<file path="src/rtl/rtc_regbank_pkg.sv">
`timescale 1ns/1ps
package rtc_regbank_pkg;

   typedef struct packed {
      logic [7:0] yr;
      logic [7:0] mon;
      logic [7:0] date;
      logic [7:0] dow;
      logic [7:0] hr;
      logic [7:0] min;
      logic [7:0] sec;
   } rtc_time_t;

   localparam rtc_time_t TIME_RESET = '{yr: 8'h00, mon: 8'h01, date: 8'h01,
                                        dow: 8'h01, hr: 8'h00, min: 8'h00,
                                        sec: 8'h00};

   // next BCD value of a field that wraps from top back to bottom
   function automatic logic [7:0] bcd_next(input logic [7:0] v, input logic [7:0] top,
                                           input logic [7:0] bottom, input logic en);
      logic [7:0] r;
      if (!en)
         r = v;
      else if (v >= top)
         r = bottom;
      else if (v[3:0] >= 4'h9)
         r = {v[7:4] + 4'h1, 4'h0};
      else
         r = {v[7:4], v[3:0] + 4'h1};
      return r;
   endfunction

   function automatic logic bcd_wraps(input logic [7:0] v, input logic [7:0] top, input logic en);
      return en && (v >= top);
   endfunction

   // a two-digit BCD year is a multiple of four
   function automatic logic is_leap(input logic [7:0] yr);
      logic r;
      if (yr[4])
         r = (yr[3:0] == 4'h2) || (yr[3:0] == 4'h6);
      else
         r = (yr[3:0] == 4'h0) || (yr[3:0] == 4'h4) || (yr[3:0] == 4'h8);
      return r;
   endfunction

   function automatic logic [7:0] month_len(input logic [7:0] mon, input logic leap);
      logic [7:0] r;
      case (mon)
         8'h02:                      r = leap ? 8'h29 : 8'h28;
         8'h04, 8'h06, 8'h09, 8'h11: r = 8'h30;
         default:                    r = 8'h31;
      endcase
      return r;
   endfunction

   function automatic logic [7:0] get_field(input rtc_time_t t, input logic [2:0] idx);
      logic [7:0] r;
      case (idx)
         3'd1:    r = t.sec;
         3'd2:    r = t.min;
         3'd3:    r = t.hr;
         3'd4:    r = t.dow;
         3'd5:    r = t.date;
         3'd6:    r = t.mon;
         3'd7:    r = t.yr;
         default: r = 8'h00;
      endcase
      return r;
   endfunction

   function automatic rtc_time_t set_field(input rtc_time_t t, input logic [2:0] idx,
                                           input logic [7:0] v);
      rtc_time_t r;
      r = t;
      case (idx)
         3'd1:    r.sec  = v;
         3'd2:    r.min  = v;
         3'd3:    r.hr   = v;
         3'd4:    r.dow  = v;
         3'd5:    r.date = v;
         3'd6:    r.mon  = v;
         3'd7:    r.yr   = v;
         default: r = t;
      endcase
      return r;
   endfunction

endpackage

</file>
<file path="src/rtl/rtc_time_core.sv">
`timescale 1ns/1ps
module rtc_time_core
   import rtc_regbank_pkg::*;
#(
   parameter bit LEAP_EN   = 1'b1,
   parameter int WDAY_LAST = 7
) (
   input  logic      clk,
   input  logic      rst_n,
   input  logic      adv,
   input  logic      load,
   input  rtc_time_t load_val,
   output rtc_time_t cnt,
   output rtc_time_t cnt_nxt
);

   localparam logic [7:0] WDAY_TOP = 8'(WDAY_LAST);

   generate
      if (WDAY_LAST < 2 || WDAY_LAST > 9) begin : g_bad_wday
         $error("rtc_time_core: WDAY_LAST must be 2..9");
      end
   endgenerate

   logic [7:0] dim;
   generate
      if (LEAP_EN) begin : g_leap
         assign dim = month_len(cnt.mon, is_leap(cnt.yr));
      end else begin : g_noleap
         assign dim = month_len(cnt.mon, 1'b0);
      end
   endgenerate

   logic c_sec, c_min, c_hr, c_date, c_mon;

   always_comb begin
      c_sec  = bcd_wraps(cnt.sec, 8'h59, adv);
      c_min  = bcd_wraps(cnt.min, 8'h59, c_sec);
      c_hr   = bcd_wraps(cnt.hr, 8'h23, c_min);
      c_date = bcd_wraps(cnt.date, dim, c_hr);
      c_mon  = bcd_wraps(cnt.mon, 8'h12, c_date);
      cnt_nxt.sec  = bcd_next(cnt.sec, 8'h59, 8'h00, adv);
      cnt_nxt.min  = bcd_next(cnt.min, 8'h59, 8'h00, c_sec);
      cnt_nxt.hr   = bcd_next(cnt.hr, 8'h23, 8'h00, c_min);
      cnt_nxt.dow  = bcd_next(cnt.dow, WDAY_TOP, 8'h01, c_hr);
      cnt_nxt.date = bcd_next(cnt.date, dim, 8'h01, c_hr);
      cnt_nxt.mon  = bcd_next(cnt.mon, 8'h12, 8'h01, c_date);
      cnt_nxt.yr   = bcd_next(cnt.yr, 8'h99, 8'h00, c_mon);
   end

   always_ff @(posedge clk) begin
      if (!rst_n)
         cnt <= TIME_RESET;
      else if (load)
         cnt <= load_val;
      else
         cnt <= cnt_nxt;
   end


   sec_wrap_chk: assert property (@(posedge clk) disable iff (!rst_n)
      (adv && !load && cnt.sec == 8'h59) |=> (cnt.sec == 8'h00));


   hour_wrap_chk: assert property (@(posedge clk) disable iff (!rst_n)
      (adv && !load && cnt.sec == 8'h59 && cnt.min == 8'h59 && cnt.hr == 8'h23)
      |=> (cnt.hr == 8'h00 && cnt.min == 8'h00));


   date_wrap_chk: assert property (@(posedge clk) disable iff (!rst_n)
      (c_hr && !load && cnt.date == dim) |=> (cnt.date == 8'h01));

endmodule

</file>
<file path="src/rtl/rtc_user_bank.sv">
`timescale 1ns/1ps
module rtc_user_bank
   import rtc_regbank_pkg::*;
(
   input  logic       clk,
   input  logic       rst_n,
   input  logic       refresh,
   input  rtc_time_t  fresh,
   input  logic       wr_en,
   input  logic [2:0] wr_idx,
   input  logic [7:0] wr_data,
   output rtc_time_t  usr
);

   always_ff @(posedge clk) begin
      if (!rst_n)
         usr <= TIME_RESET;
      else if (refresh)
         usr <= fresh;
      else if (wr_en)
         usr <= set_field(usr, wr_idx, wr_data);
   end


   bank_idle_chk: assert property (@(posedge clk) disable iff (!rst_n)
      (!refresh && !wr_en) |=> $stable(usr));

endmodule

</file>
<file path="src/rtl/rtc_regbank.sv">
`timescale 1ns/1ps
module rtc_regbank
   import rtc_regbank_pkg::*;
#(
   parameter int ADDR_W    = 3,
   parameter int DATA_W    = 8,
   parameter bit LEAP_EN   = 1'b1,
   parameter int WDAY_LAST = 7,
   parameter bit READ_REG  = 1'b0
) (
   input  logic              clk,
   input  logic              rst_n,
   input  logic              tick_1hz,
   input  logic              cs,
   input  logic              we,
   input  logic [ADDR_W-1:0] addr,
   input  logic [DATA_W-1:0] wdata,
   output logic [DATA_W-1:0] rdata
);

   localparam int NREG   = 1 << ADDR_W;
   localparam int WR_BIT = DATA_W - 1;
   localparam int RD_BIT = DATA_W - 2;

   generate
      if (NREG != 8) begin : g_bad_addr
         $error("rtc_regbank: the map needs exactly eight offsets");
      end
      if (DATA_W != 8) begin : g_bad_data
         $error("rtc_regbank: BCD fields are byte wide");
      end
   endgenerate

   logic [DATA_W-1:0] ctrl_q;
   logic              stop_q;
   rtc_time_t         cnt_q, cnt_nxt, usr_q;

   logic bus_wr, ctrl_wr, time_wr, frz, refresh, load, adv;
   logic [DATA_W-1:0] time_data;

   always_comb begin
      bus_wr    = cs && we;
      ctrl_wr   = bus_wr && (addr == '0);
      time_wr   = bus_wr && (addr != '0) && ctrl_q[WR_BIT];
      frz       = ctrl_q[WR_BIT] || ctrl_q[RD_BIT];
      refresh   = tick_1hz && !frz;
      load      = ctrl_wr && ctrl_q[WR_BIT] && !wdata[WR_BIT];
      adv       = tick_1hz && !stop_q;
      time_data = (addr == 3'd1) ? {1'b0, wdata[DATA_W-2:0]} : wdata;
   end

   always_ff @(posedge clk) begin
      if (!rst_n) begin
         ctrl_q <= '0;
         stop_q <= 1'b1;
      end else begin
         if (ctrl_wr)
            ctrl_q <= wdata;
         if (time_wr && addr == 3'd1)
            stop_q <= wdata[WR_BIT];
      end
   end

   rtc_time_core #(.LEAP_EN(LEAP_EN), .WDAY_LAST(WDAY_LAST)) u_core (
      .clk      (clk),
      .rst_n    (rst_n),
      .adv      (adv),
      .load     (load),
      .load_val (usr_q),
      .cnt      (cnt_q),
      .cnt_nxt  (cnt_nxt)
   );

   rtc_user_bank u_bank (
      .clk     (clk),
      .rst_n   (rst_n),
      .refresh (refresh),
      .fresh   (cnt_nxt),
      .wr_en   (time_wr),
      .wr_idx  (addr),
      .wr_data (time_data),
      .usr     (usr_q)
   );

   logic [DATA_W-1:0] rd_val;
   always_comb begin
      if (!cs || we)
         rd_val = '0;
      else if (addr == '0)
         rd_val = ctrl_q;
      else if (addr == 3'd1)
         rd_val = {stop_q, usr_q.sec[DATA_W-2:0]};
      else
         rd_val = get_field(usr_q, addr);
   end

   generate
      if (READ_REG) begin : g_rd_reg
         always_ff @(posedge clk) begin
            if (!rst_n)
               rdata <= '0;
            else
               rdata <= rd_val;
         end
      end else begin : g_rd_comb
         assign rdata = rd_val;
      end
   endgenerate


   refresh_chk: assert property (@(posedge clk) disable iff (!rst_n)
      (tick_1hz && !frz) |=> (usr_q == cnt_q));


   freeze_hold_chk: assert property (@(posedge clk) disable iff (!rst_n)
      (frz && !time_wr) |=> $stable(usr_q));


   write_gate_chk: assert property (@(posedge clk) disable iff (!rst_n)
      (bus_wr && addr != '0 && !ctrl_q[WR_BIT] && !tick_1hz) |=> $stable(usr_q));


   load_chk: assert property (@(posedge clk) disable iff (!rst_n)
      load |=> (cnt_q == $past(usr_q)));


   stop_hold_chk: assert property (@(posedge clk) disable iff (!rst_n)
      (stop_q && !load) |=> $stable(cnt_q));

endmodule

</file>
<file path="config.mk">
export PLATFORM = sky130hd
export DESIGN_NAME = rtc_regbank
export DESIGN_NICKNAME = d
export VERILOG_FILES = /design/src/rtl/rtc_regbank_pkg.sv /design/src/rtl/rtc_time_core.sv /design/src/rtl/rtc_user_bank.sv /design/src/rtl/rtc_regbank.sv
export SDC_FILE = /design/constraint.sdc
export NUM_CORES = 1
export LEC_CHECK = 0
export BUFFER_PORTS_ARGS = -buffer_cell sky130_fd_sc_hd__buf_2
export CORE_ASPECT_RATIO = 0.8
export CORE_MARGIN = 3
export CORE_UTILIZATION = 55
export DETAILED_ROUTE_END_ITERATION = 16
export PLACE_DENSITY = 0.75
export SLEW_MARGIN = 10
export SYNTH_ARGS = -nofsm -noshare
export SYNTH_HDL_FRONTEND = slang
export SYNTH_SLANG_ARGS = --single-unit
</file>
<file path="constraint.sdc">
create_clock -name clk -period 3.77 [get_ports clk]
set_input_delay 0.377 -clock clk [delete_from_list [all_inputs] [get_ports clk]]
set_output_delay 0.377 -clock clk [all_outputs]
set_load 0.02 [all_outputs]
</file>
==> results of run 1 <==
[layout make-up]
class	count	area share (%)
multi-input combinational	614	54.0
sequential	121	30.1
clock buffer	25	6.04
timing repair buffer	38	2.83
tap	171	2.66
clock inverter	7	2.62
inverter	37	1.73
[metrics by stage]
stage	instance area, um2	std cells
5_1_grt	8040	1013
3_5_place_dp	7340	981
3_3_place_gp	7340	981
2_1_floorplan	7120	823
4_1_cts	8040	1013
6_report	8040	1013
[where the power goes]
part / internal, mW / switching, mW
sequential: 1.30 / 0.0206
clock: 1.36 / 0.597
combinational: 0.0632 / 0.122
[critical path, cell delays in order (launching register included)]
cell and delay [ns]:
dfxtp_1 0.43, inv_1 0.12, ha_1 0.25, o211ai_1 0.24, a21oi_1 0.13, o21ai_0 0.23
mux2_2 0.20, ha_1 0.22, nor4b_1 0.29, o21ai_1 0.19, or2_2 0.39, nand3_2 0.17
nand2_1 0.19, o32ai_1 0.35
[Yosys cell counts, types with 3 or more instances]
cell,number
clkbuf_1,30
a21oi_1,57
nor3_1,16
nor2_1,68
o32ai_1,3
o22ai_1,19
nand4b_1,6
nand3_1,25
a211oi_1,24
nor2b_1,9
o31ai_1,6
buf_1,7
mux2_2,24
ha_1,43
mux4_2,10
nand2_1,69
and3_1,12
buf_2,10
a21o_1,4
a31oi_1,11
mux2i_1,55
xnor2_1,4
a41oi_1,5
and2_1,4
nand2b_1,6
o21ai_0,57
o211a_1,4
nand3b_1,4
inv_1,36
dfxtp_1,121
nor3b_1,5
a221oi_1,4
nand4_1,4
o211ai_1,5
[per-layer routing]
metal | part of all wire (%) | global-route usage [%] | up-vias
met2 | 43 | 46.1 | 370
met1 | 43 | 40.7 | 3193
met3 | 11 | 7.90 | 71
met5 | 0 | 0 | -
li1 | - | - | 3033
met4 | 3.1 | 11.6 | 0
[how the worst max path moves through the flow]
stage                                       end  slack (ns)  cells past startpoint
finish              u_bank.usr[43]$_SDFFE_PN0P_        0.28                     13
global placement    u_bank.usr[53]$_SDFFE_PN0P_        0.53                     12
detailed placement  u_bank.usr[53]$_SDFFE_PN0P_        0.31                     13
global route        u_bank.usr[43]$_SDFFE_PN0P_       0.006                     13
CTS                 u_bank.usr[53]$_SDFFE_PN0P_        0.26                     13
floorplan           u_bank.usr[47]$_SDFFE_PN0P_        0.74                     13
[registers in the layout (all words and copies together) (netlist names)]
signal,flops
stop_q,1
ctrl_q,8
u_bank.usr,56
u_core.cnt,56
[logic make-up after synthesis]
family                     synth area share [%]
AOI/OAI and AO/OA                          21.2
buffers and inverters                      5.13
and+or+nand+nor                            16.6
DFF                                        34.0
xor gates and xnor gates                  0.615
muxes                                      14.9
adders and majority gates                  7.56
==> results.json, run 1 <==
{
  "netlist_instances": 823,
  "hold_start": "wdata[7]",
  "seq_area_um2": 2420,
  "antenna_found_initial": 0,
  "cts_buffers": 17,
  "pwr_density_cell_nw_per_um2": 431,
  "setup_viol": 0,
  "dieArea_um2": 14400,
  "grt_max_degree": 40,
  "place_congestion": 0.969,
  "ir_drop_v": 0.000340,
  "wire_per_inst_um": 21.0,
  "fmax_mhz": 287,
  "antenna_left": 0,
  "avgSynthCellArea_um2": 8.65,
  "yosys_warnings": 0,
  "layout-drive-gt1-share_pct": 13.8,
  "multi_input_area_um2": 4340,
  "areaGrowthSynthToFinish_pct": 12.9,
  "crit_path_end_kind": "register",
  "postCtsSetupBuffers": 0,
  "dr.pass1.iters": 6,
  "start_util_pct": 57.3,
  "cts_sinks": 121,
  "slew_headroom_pct": 32.6,
  "fin_crit_ns": 3.49,
  "synth_seq_cells": 121,
  "synth_ff_type": "dfxtp_1",
  "core_area_um2": 12400,
  "crit_fanout": 7,
  "final_common_cell": "dfxtp_1",
  "place_hpwl_mm": 14.7,
  "whs_ns": 0.269,
  "hold_viol": 0,
  "timing.rr.end": "u_bank.usr[43]$_SDFFE_PN0P_",
  "cts_root_buf": "clkbuf_16",
  "synth_area_leaders": "dfxtp_1 34%, mux2i_1 7.7%, ha_1 7.6%",
  "fin_skew_ns": 0.0104,
  "worstSetupStartpointType": "register",
  "rsz0062_at_grt": "no",
  "whs_endpoint": "stop_q$_SDFFE_PN1P_",
  "rows": 36,
  "drv_cap": 0,
  "final_cell_mix": "121 x dfxtp_1, 69 x nand2_1, 68 x nor2_1",
  "cts_resized": 0,
  "hold_path.class": "primary input to register",
  "clock_latency_ns": 0.42,
  "status": "completed",
  "synth.distinct_cells": 77,
  "async_reset_ff_share_pct": 0,
  "criticalPathCategory": "register to register",
  "synth_edf_count": 0,
  "final_nets": 888,
  "post-route-period-util_pct": 92.6,
  "tritoncts": "yes",
  "syn_area_um2": 7120,
  "vias_per_cell": 6.58,
  "crit_arrival_ns": 3.80,
  "min_path_cells": 3,
  "overflow": 0,
  "drt_wl_total_mm": 21.2,
  "port_buffers": 23,
  "synth_top_area_share_pct": 34.0,
  "setup_ws_ns": 0.281,
  "finalSetupTns_ns": 0,
  "vias": 6667,
  "startpoint": "u_core.cnt[40]$_SDFF_PN1_",
  "syn_nets": 882,
  "drv_slew": 0,
  "ys_seq_area_share_pct": 34.0,
  "io_pins": 24,
  "grt_pass1_wl_mm": 33.9,
  "grt_usage_pct": 30.0,
  "die_h_um": 108,
  "htreeDepth": 4,
  "grt_pass1_vias": 6304,
  "first_iter_violations": 740,
  "power_mw": 3.46,
  "fill_cells": 1014,
  "p_leak_nw": 3.22,
  "worstPathRequired_ns": 4.08,
  "rrSetupSlack_ns": 0.28,
  "final_core_util_pct": 64.6,
  "clock_path_buffers": 2,
  "holdBufCountCts": 0,
  "pre_cts_slack_ns": 0.314,
  "clkTransAtPathRegs_ns": 0.06,
  "rr_startpoint": "u_core.cnt[40]$_SDFF_PN1_",
  "r2r_cells": 13,
  "drc": 0,
  "fp.dieW_um": 133,
  "tightestPinTransition_ns": 1.01,
  "diodes": 0,
  "yosysTopAreaCell": "dfxtp_1"
}
(Power assumes the default switching activity.)
==> run 2, diff against run 1 <==
--- a/config.mk
+++ b/config.mk
@@ -7,10 +7,10 @@
 export LEC_CHECK = 0
 export BUFFER_PORTS_ARGS = -buffer_cell sky130_fd_sc_hd__buf_2
 export CORE_ASPECT_RATIO = 0.8
-export CORE_MARGIN = 3
-export CORE_UTILIZATION = 55
+export CORE_MARGIN = 10
+export CORE_UTILIZATION = 63
 export DETAILED_ROUTE_END_ITERATION = 16
-export PLACE_DENSITY = 0.75
+export PLACE_DENSITY = 0.89
 export SLEW_MARGIN = 10
 export SYNTH_ARGS = -nofsm -noshare
 export SYNTH_HDL_FRONTEND = slang
==> run 2 against run 1 <==
Die area up 11%. Critical path depth unchanged. Global-route usage down 3.7 points. Critical endpoint is now u_core.cnt[43]$_SDFF_PN0_. Critical path type unchanged.
==> results.json, run 2 (synthesized netlist as in run 1, its figures left out) <==
{
  "finalSetupTns_ns": 0,
  "pwr_density_cell_nw_per_um2": 397,
  "reg.largest.list": "u_bank.usr x56, u_core.cnt x56, ctrl_q x8",
  "path_buf_inv": 1,
  "critPathTopFamily": "simple AND/OR/NAND/NOR gates",
  "min_path_cells": 3,
  "dr.pass1.iters": 7,
  "cp.depth": 13,
  "die_h_um": 115,
  "path_cells": "inv_1 -> ha_1 -> o211ai_1 -> a21oi_1 -> o21ai_0 -> mux2_2 -> ha_1 -> nor4b_1 -> o21ai_1 -> or2_2 -> nand3_2 -> nand2_1 -> o31ai_1",
  "cts_root_buf": "clkbuf_16",
  "crit_path_end_kind": "register",
  "clock_latency_ns": 0.42,
  "setup_viol": 0,
  "fin_crit_ns": 3.62,
  "htreeDepth": 4,
  "layout-drive-gt1-share_pct": 14.3,
  "post-route-period-util_pct": 96.1,
  "start_util_pct": 64.9,
  "ir_drop_v": 0.000366,
  "hold_path.class": "primary input to register",
  "crit_path_top_delay_cell": "dfxtp_1",
  "drt_wl_total_mm": 21.9,
  "tightestPinTransition_ns": 1.09,
  "timing.rr.end": "u_core.cnt[43]$_SDFF_PN0_",
  "grt_usage_pct": 26.4,
  "wire_per_inst_um": 22.3,
  "clkTransAtPathRegs_ns": 0.06,
  "diodes": 0,
  "whs_endpoint": "u_bank.usr[34]$_SDFFE_PN0P_",
  "whs_ns": 0.268,
  "final_cell_mix": "121 x dfxtp_1, 69 x nand2_1, 68 x nor2_1",
  "drv_slew": 0,
  "fmax_mhz": 276,
  "io_pins": 24,
  "dieArea_um2": 16000,
  "slew_headroom_pct": 25.3,
  "place_congestion": 0.953,
  "place_hpwl_mm": 14.7,
  "rr_startpoint": "u_core.cnt[41]$_SDFF_PN0_",
  "final_core_util_pct": 72.0,
  "grt_pass1_wl_mm": 34.3,
  "grt_pass1_vias": 6627,
  "final_common_cell": "dfxtp_1",
  "drc": 0,
  "r2r_cells": 13,
  "antenna_left": 0,
  "holdBufCountCts": 0,
  "worstPathRequired_ns": 4.09,
  "areaGrowthSynthToFinish_pct": 10.9,
  "cts_sinks": 121,
  "crit_arrival_ns": 3.95,
  "criticalPathCategory": "register to register",
  "rows": 34,
  "stdcell_area_um2": 7900,
  "cp_common_cell": "ha_1",
  "vias_per_cell": 6.99,
  "postCtsSetupBuffers": 0,
  "crit_fanout": 7,
  "clock_path_buffers": 2,
  "hold_viol": 0,
  "port_buffers": 23,
  "grt_max_degree": 48,
  "rsz0062_at_grt": "no",
  "fin_skew_ns": 0.00824,
  "final_nets": 888,
  "dpl_cell_area_um2": 7310,
  "p_leak_nw": 3.15,
  "vias": 6883,
  "tritoncts": "yes",
  "status": "completed",
  "critical_path.max_stage_delay_ns": 0.46,
  "core_area_um2": 11000,
  "drv_cap": 0,
  "first_iter_violations": 922,
  "hold_start": "rst_n",
  "worstSetupStartpointType": "register",
  "overflow": 0,
  "cts_buffers": 17,
  "fp.dieW_um": 139,
  "antenna_found_initial": 0,
  "rrSetupSlack_ns": 0.15
}
==> run 2: cell types whose count changed in the layout (fill, tap and decap cells not counted), sizes merged <==
cell	before	now
bufinv	7	3
clkbuf	25	18
clkinvlp	0	6
clkinv	1	5
==> run 2: per-stage QoR <==
| step | cells | setup slack [ns] | power [mW] |
|---|---|---|---|
| floorplan | 823 | 0.741 | 1.46 |
| global placement | 954 | 0.479 | 1.51 |
| detailed placement | 954 | 0.364 | 1.52 |
| CTS | 985 | 0.203 | 3.13 |
| global route | 985 | 0.0410 | 3.21 |
| finish | 985 | 0.149 | 3.14 |
==> run 2: power breakdown <==
part	internal, mW	switching, mW
clock	1.03	0.603
combinational	0.0626	0.124
sequential	1.30	0.0186
==> run 2: layout make-up <==
cell class,count,area (um2)
clock buffer,18,429
multi-input combinational,614,4340
inverter,37,139
fill,764,3080
timing repair buffer,38,228
sequential,121,2420
clock inverter,13,155
tap,144,180
==> run 2: worst max-delay path by stage <==
stage | start | to | slack [ns]
floorplan | u_core.cnt[44]$_SDFF_PN0_ | u_bank.usr[47]$_SDFFE_PN0P_ | 0.74
global placement | u_core.cnt[44]$_SDFF_PN0_ | u_core.cnt[55]$_SDFF_PN0_ | 0.48
detailed placement | u_core.cnt[40]$_SDFF_PN1_ | u_bank.usr[43]$_SDFFE_PN0P_ | 0.36
CTS | u_core.cnt[41]$_SDFF_PN0_ | u_core.cnt[43]$_SDFF_PN0_ | 0.20
global route | u_core.cnt[41]$_SDFF_PN0_ | u_bank.usr[43]$_SDFFE_PN0P_ | 0.04
finish | u_core.cnt[41]$_SDFF_PN0_ | u_core.cnt[43]$_SDFF_PN0_ | 0.15
==> run 2: what timing repair did <==
| item | CTS | global route |
|---|---|---|
| hold endpoints to repair | 0 | 0 |
| gates resized for setup | 0 | 2 |
| setup endpoints to repair | 0 | 5 |
==> run 2: tightest hold or removal path, cell delays in order <==
cell and delay, ns:
buf_2 0.11, clkinv_1 0.10, a311oi_1 0.05
==> run 2: metal layers <==
layer / up-vias / wire [um] / global-route usage (%)
met1: 3227 / 8650 / 32.5
li1: 3035 / - / -
met2: 517 / 9770 / 41.0
met5: - / 0 / 0
met4: 0 / 823 / 13.1
met3: 104 / 2690 / 8.82
==> run 3, diff against run 2 <==
--- a/config.mk
+++ b/config.mk
@@ -6,11 +6,13 @@
 export NUM_CORES = 1
 export LEC_CHECK = 0
 export BUFFER_PORTS_ARGS = -buffer_cell sky130_fd_sc_hd__buf_2
+export CELL_PAD_IN_SITES_DETAIL_PLACEMENT = 0
+export CELL_PAD_IN_SITES_GLOBAL_PLACEMENT = 1
 export CORE_ASPECT_RATIO = 0.8
 export CORE_MARGIN = 10
-export CORE_UTILIZATION = 63
+export CORE_UTILIZATION = 48
 export DETAILED_ROUTE_END_ITERATION = 16
-export PLACE_DENSITY = 0.89
+export PLACE_DENSITY = 0.88
 export SLEW_MARGIN = 10
 export SYNTH_ARGS = -nofsm -noshare
 export SYNTH_HDL_FRONTEND = slang
==> run 3 against run 2 <==
Combinational power is essentially flat. Setup slack improved by 0.20 ns. Core utilization fell by 17 points. Power down 4.7%. Global-route usage shrank 5.1 points. Sequential share of layout area about the same. Register-to-register slack improved by 0.20 ns. Critical path depth is the same.
==> results.json, run 3 (synthesized netlist as in run 1, its figures left out) <==
{
  "status": "completed",
  "overflow": 0,
  "ir_drop_v": 0.000342,
  "grt_max_degree": 40,
  "tightestPinTransition_ns": 0.944,
  "place_congestion": 0.914,
  "cts_resized": 0,
  "post-route-period-util_pct": 90.8,
  "drv_slew": 0,
  "crit_fanout": 7,
  "start_util_pct": 49.5,
  "fmax_mhz": 292,
  "rows": 39,
  "hold_viol": 0,
  "dp_cells": 994,
  "holdBufCountCts": 0,
  "critical_path.max_stage_delay_ns": 0.43,
  "cts_root_buf": "clkbuf_16",
  "htreeDepth": 4,
  "drv_cap": 0,
  "drt_wl_total_mm": 21.5,
  "final_common_cell": "dfxtp_1",
  "layout-drive-gt1-share_pct": 13.8,
  "cts_sinks": 121,
  "core_area_um2": 14400,
  "place_hpwl_mm": 15.4,
  "crit_arrival_ns": 3.75,
  "first_iter_violations": 694,
  "drc": 0,
  "die_h_um": 129,
  "areaGrowthSynthToFinish_pct": 10.8,
  "fin_skew_ns": 0.0110,
  "crit_path_top_delay_cell": "dfxtp_1",
  "tritoncts": "yes",
  "dr.pass1.iters": 7,
  "path_cells": "inv_1 -> ha_1 -> o211ai_1 -> a21oi_1 -> o21ai_0 -> mux2_2 -> ha_1 -> nor4b_1 -> o21ai_0 -> or2_2 -> nand3_2 -> nand2_1 -> o32ai_1",
  "antenna_found_initial": 0,
  "fin_crit_ns": 3.42,
  "criticalPathCategory": "register to register",
  "clock_path_buffers": 2,
  "crit_path_end_kind": "register",
  "power_mw": 2.99,
  "worstSetupStartpointType": "register",
  "vias_per_cell": 6.40,
  "finalSetupTns_ns": 0,
  "hold_path.class": "primary input to register",
  "p_leak_nw": 3.15,
  "postCtsSetupBuffers": 0,
  "fp.dieW_um": 156,
  "cts_buffers": 17,
  "pwr_density_cell_nw_per_um2": 379,
  "fin_cells": 1022,
  "wire_per_inst_um": 21.0,
  "dieArea_um2": 20100,
  "io_pins": 24,
  "vias": 6544,
  "grt_pass1_wl_mm": 33.8,
  "setup_viol": 0,
  "grt_usage_pct": 21.3,
  "antenna_left": 0,
  "final_nets": 888,
  "diodes": 0,
  "slew_headroom_pct": 36.3,
  "final_cell_mix": "121 x dfxtp_1, 69 x nand2_1, 68 x nor2_1",
  "worstPathRequired_ns": 4.10,
  "grt_pass1_vias": 6346,
  "clock_latency_ns": 0.42,
  "rsz0062_at_grt": "no",
  "port_buffers": 23,
  "reg.largest.list": "u_bank.usr x56, u_core.cnt x56, ctrl_q x8",
  "clkTransAtPathRegs_ns": 0.06
}
run 3: changes by cell type in the layout (fill, tap and decap cells not counted):
| cell | change |
|---|---|
| clkinvlp_4 | -6 |
| o311ai_1 | -1 |
| o311ai_0 | +1 |
| o21ai_0 | +1 |
| bufinv_16 | -3 |
| o32ai_1 | +1 |
| o21ai_1 | -2 |
| clkinv_2 | -1 |
| clkbuf_8 | +6 |
| o21ai_2 | +1 |
| o32ai_2 | -1 |
| clkbuf_1 | +1 |
run 3: final timing paths:
| path | from | to | slack (ns) | cells after the start |
|---|---|---|---|---|
| worst max-delay path | u_core.cnt[40]$_SDFF_PN1_ | u_bank.usr[43]$_SDFFE_PN0P_ | 0.35 | 13 |
| worst min-delay path | wdata[7] | stop_q$_SDFFE_PN1P_ | 0.26 | 3 |
| worst max register to register | u_core.cnt[40]$_SDFF_PN1_ | u_bank.usr[43]$_SDFFE_PN0P_ | 0.35 | 13 |
| worst min register to register | u_bank.usr[7]$_SDFFE_PN0P_ | u_core.cnt[7]$_SDFF_PN0_ | 0.46 | 2 |
run 3: where the power goes:
| group | switching, mW | internal (mW) | total [mW] |
|---|---|---|---|
| combinational | 0.123 | 0.0635 | 0.186 |
| clock | 0.555 | 0.925 | 1.48 |
| sequential | 0.0215 | 1.30 | 1.32 |
| total | 0.699 | 2.29 | 2.99 |
run 3: per-layer routing:
layer / part of all wire, % / vias to the layer above / global-route usage (%)
met5: 0 / - / 0
met4: 2.4 / 0 / 8.25
met3: 9.5 / 42 / 5.36
met2: 43 / 313 / 32.3
met1: 45 / 3168 / 28.6
li1: - / 3021 / -
run 3: layout make-up:
| type | count | area [um2] |
|---|---|---|
| repair buffers | 38 | 228 |
| clock buffers | 25 | 515 |
| multi-input cells | 614 | 4340 |
| well taps | 184 | 230 |
| flip-flops and latches | 121 | 2420 |
| clock inverters | 3 | 15.0 |
| fillers | 1292 | 6500 |
| inverters | 37 | 139 |
run 3: critical path: cells and delay by family (launching register included):
family,cells,cell delay [ns]
buffers and inverters,1,0.12
DFF,1,0.43
and+or+nand+nor,4,1.07
AOI/OAI and AO/OA,5,1.04
adders and majority gates,2,0.47
muxes,1,0.19
run 3: through the flow:
step	utilization [%]	area, um2	hold WS (ns)	setup slack (ns)
4_1_cts	54.8	7890	0.255	0.375
2_1_floorplan	-	7120	0.432	0.741
3_3_place_gp	51.1	7360	0.440	0.486
6_report	54.8	7890	0.262	0.347
5_1_grt	54.8	7890	0.276	0.0457
3_5_place_dp	51.1	7360	0.458	0.412
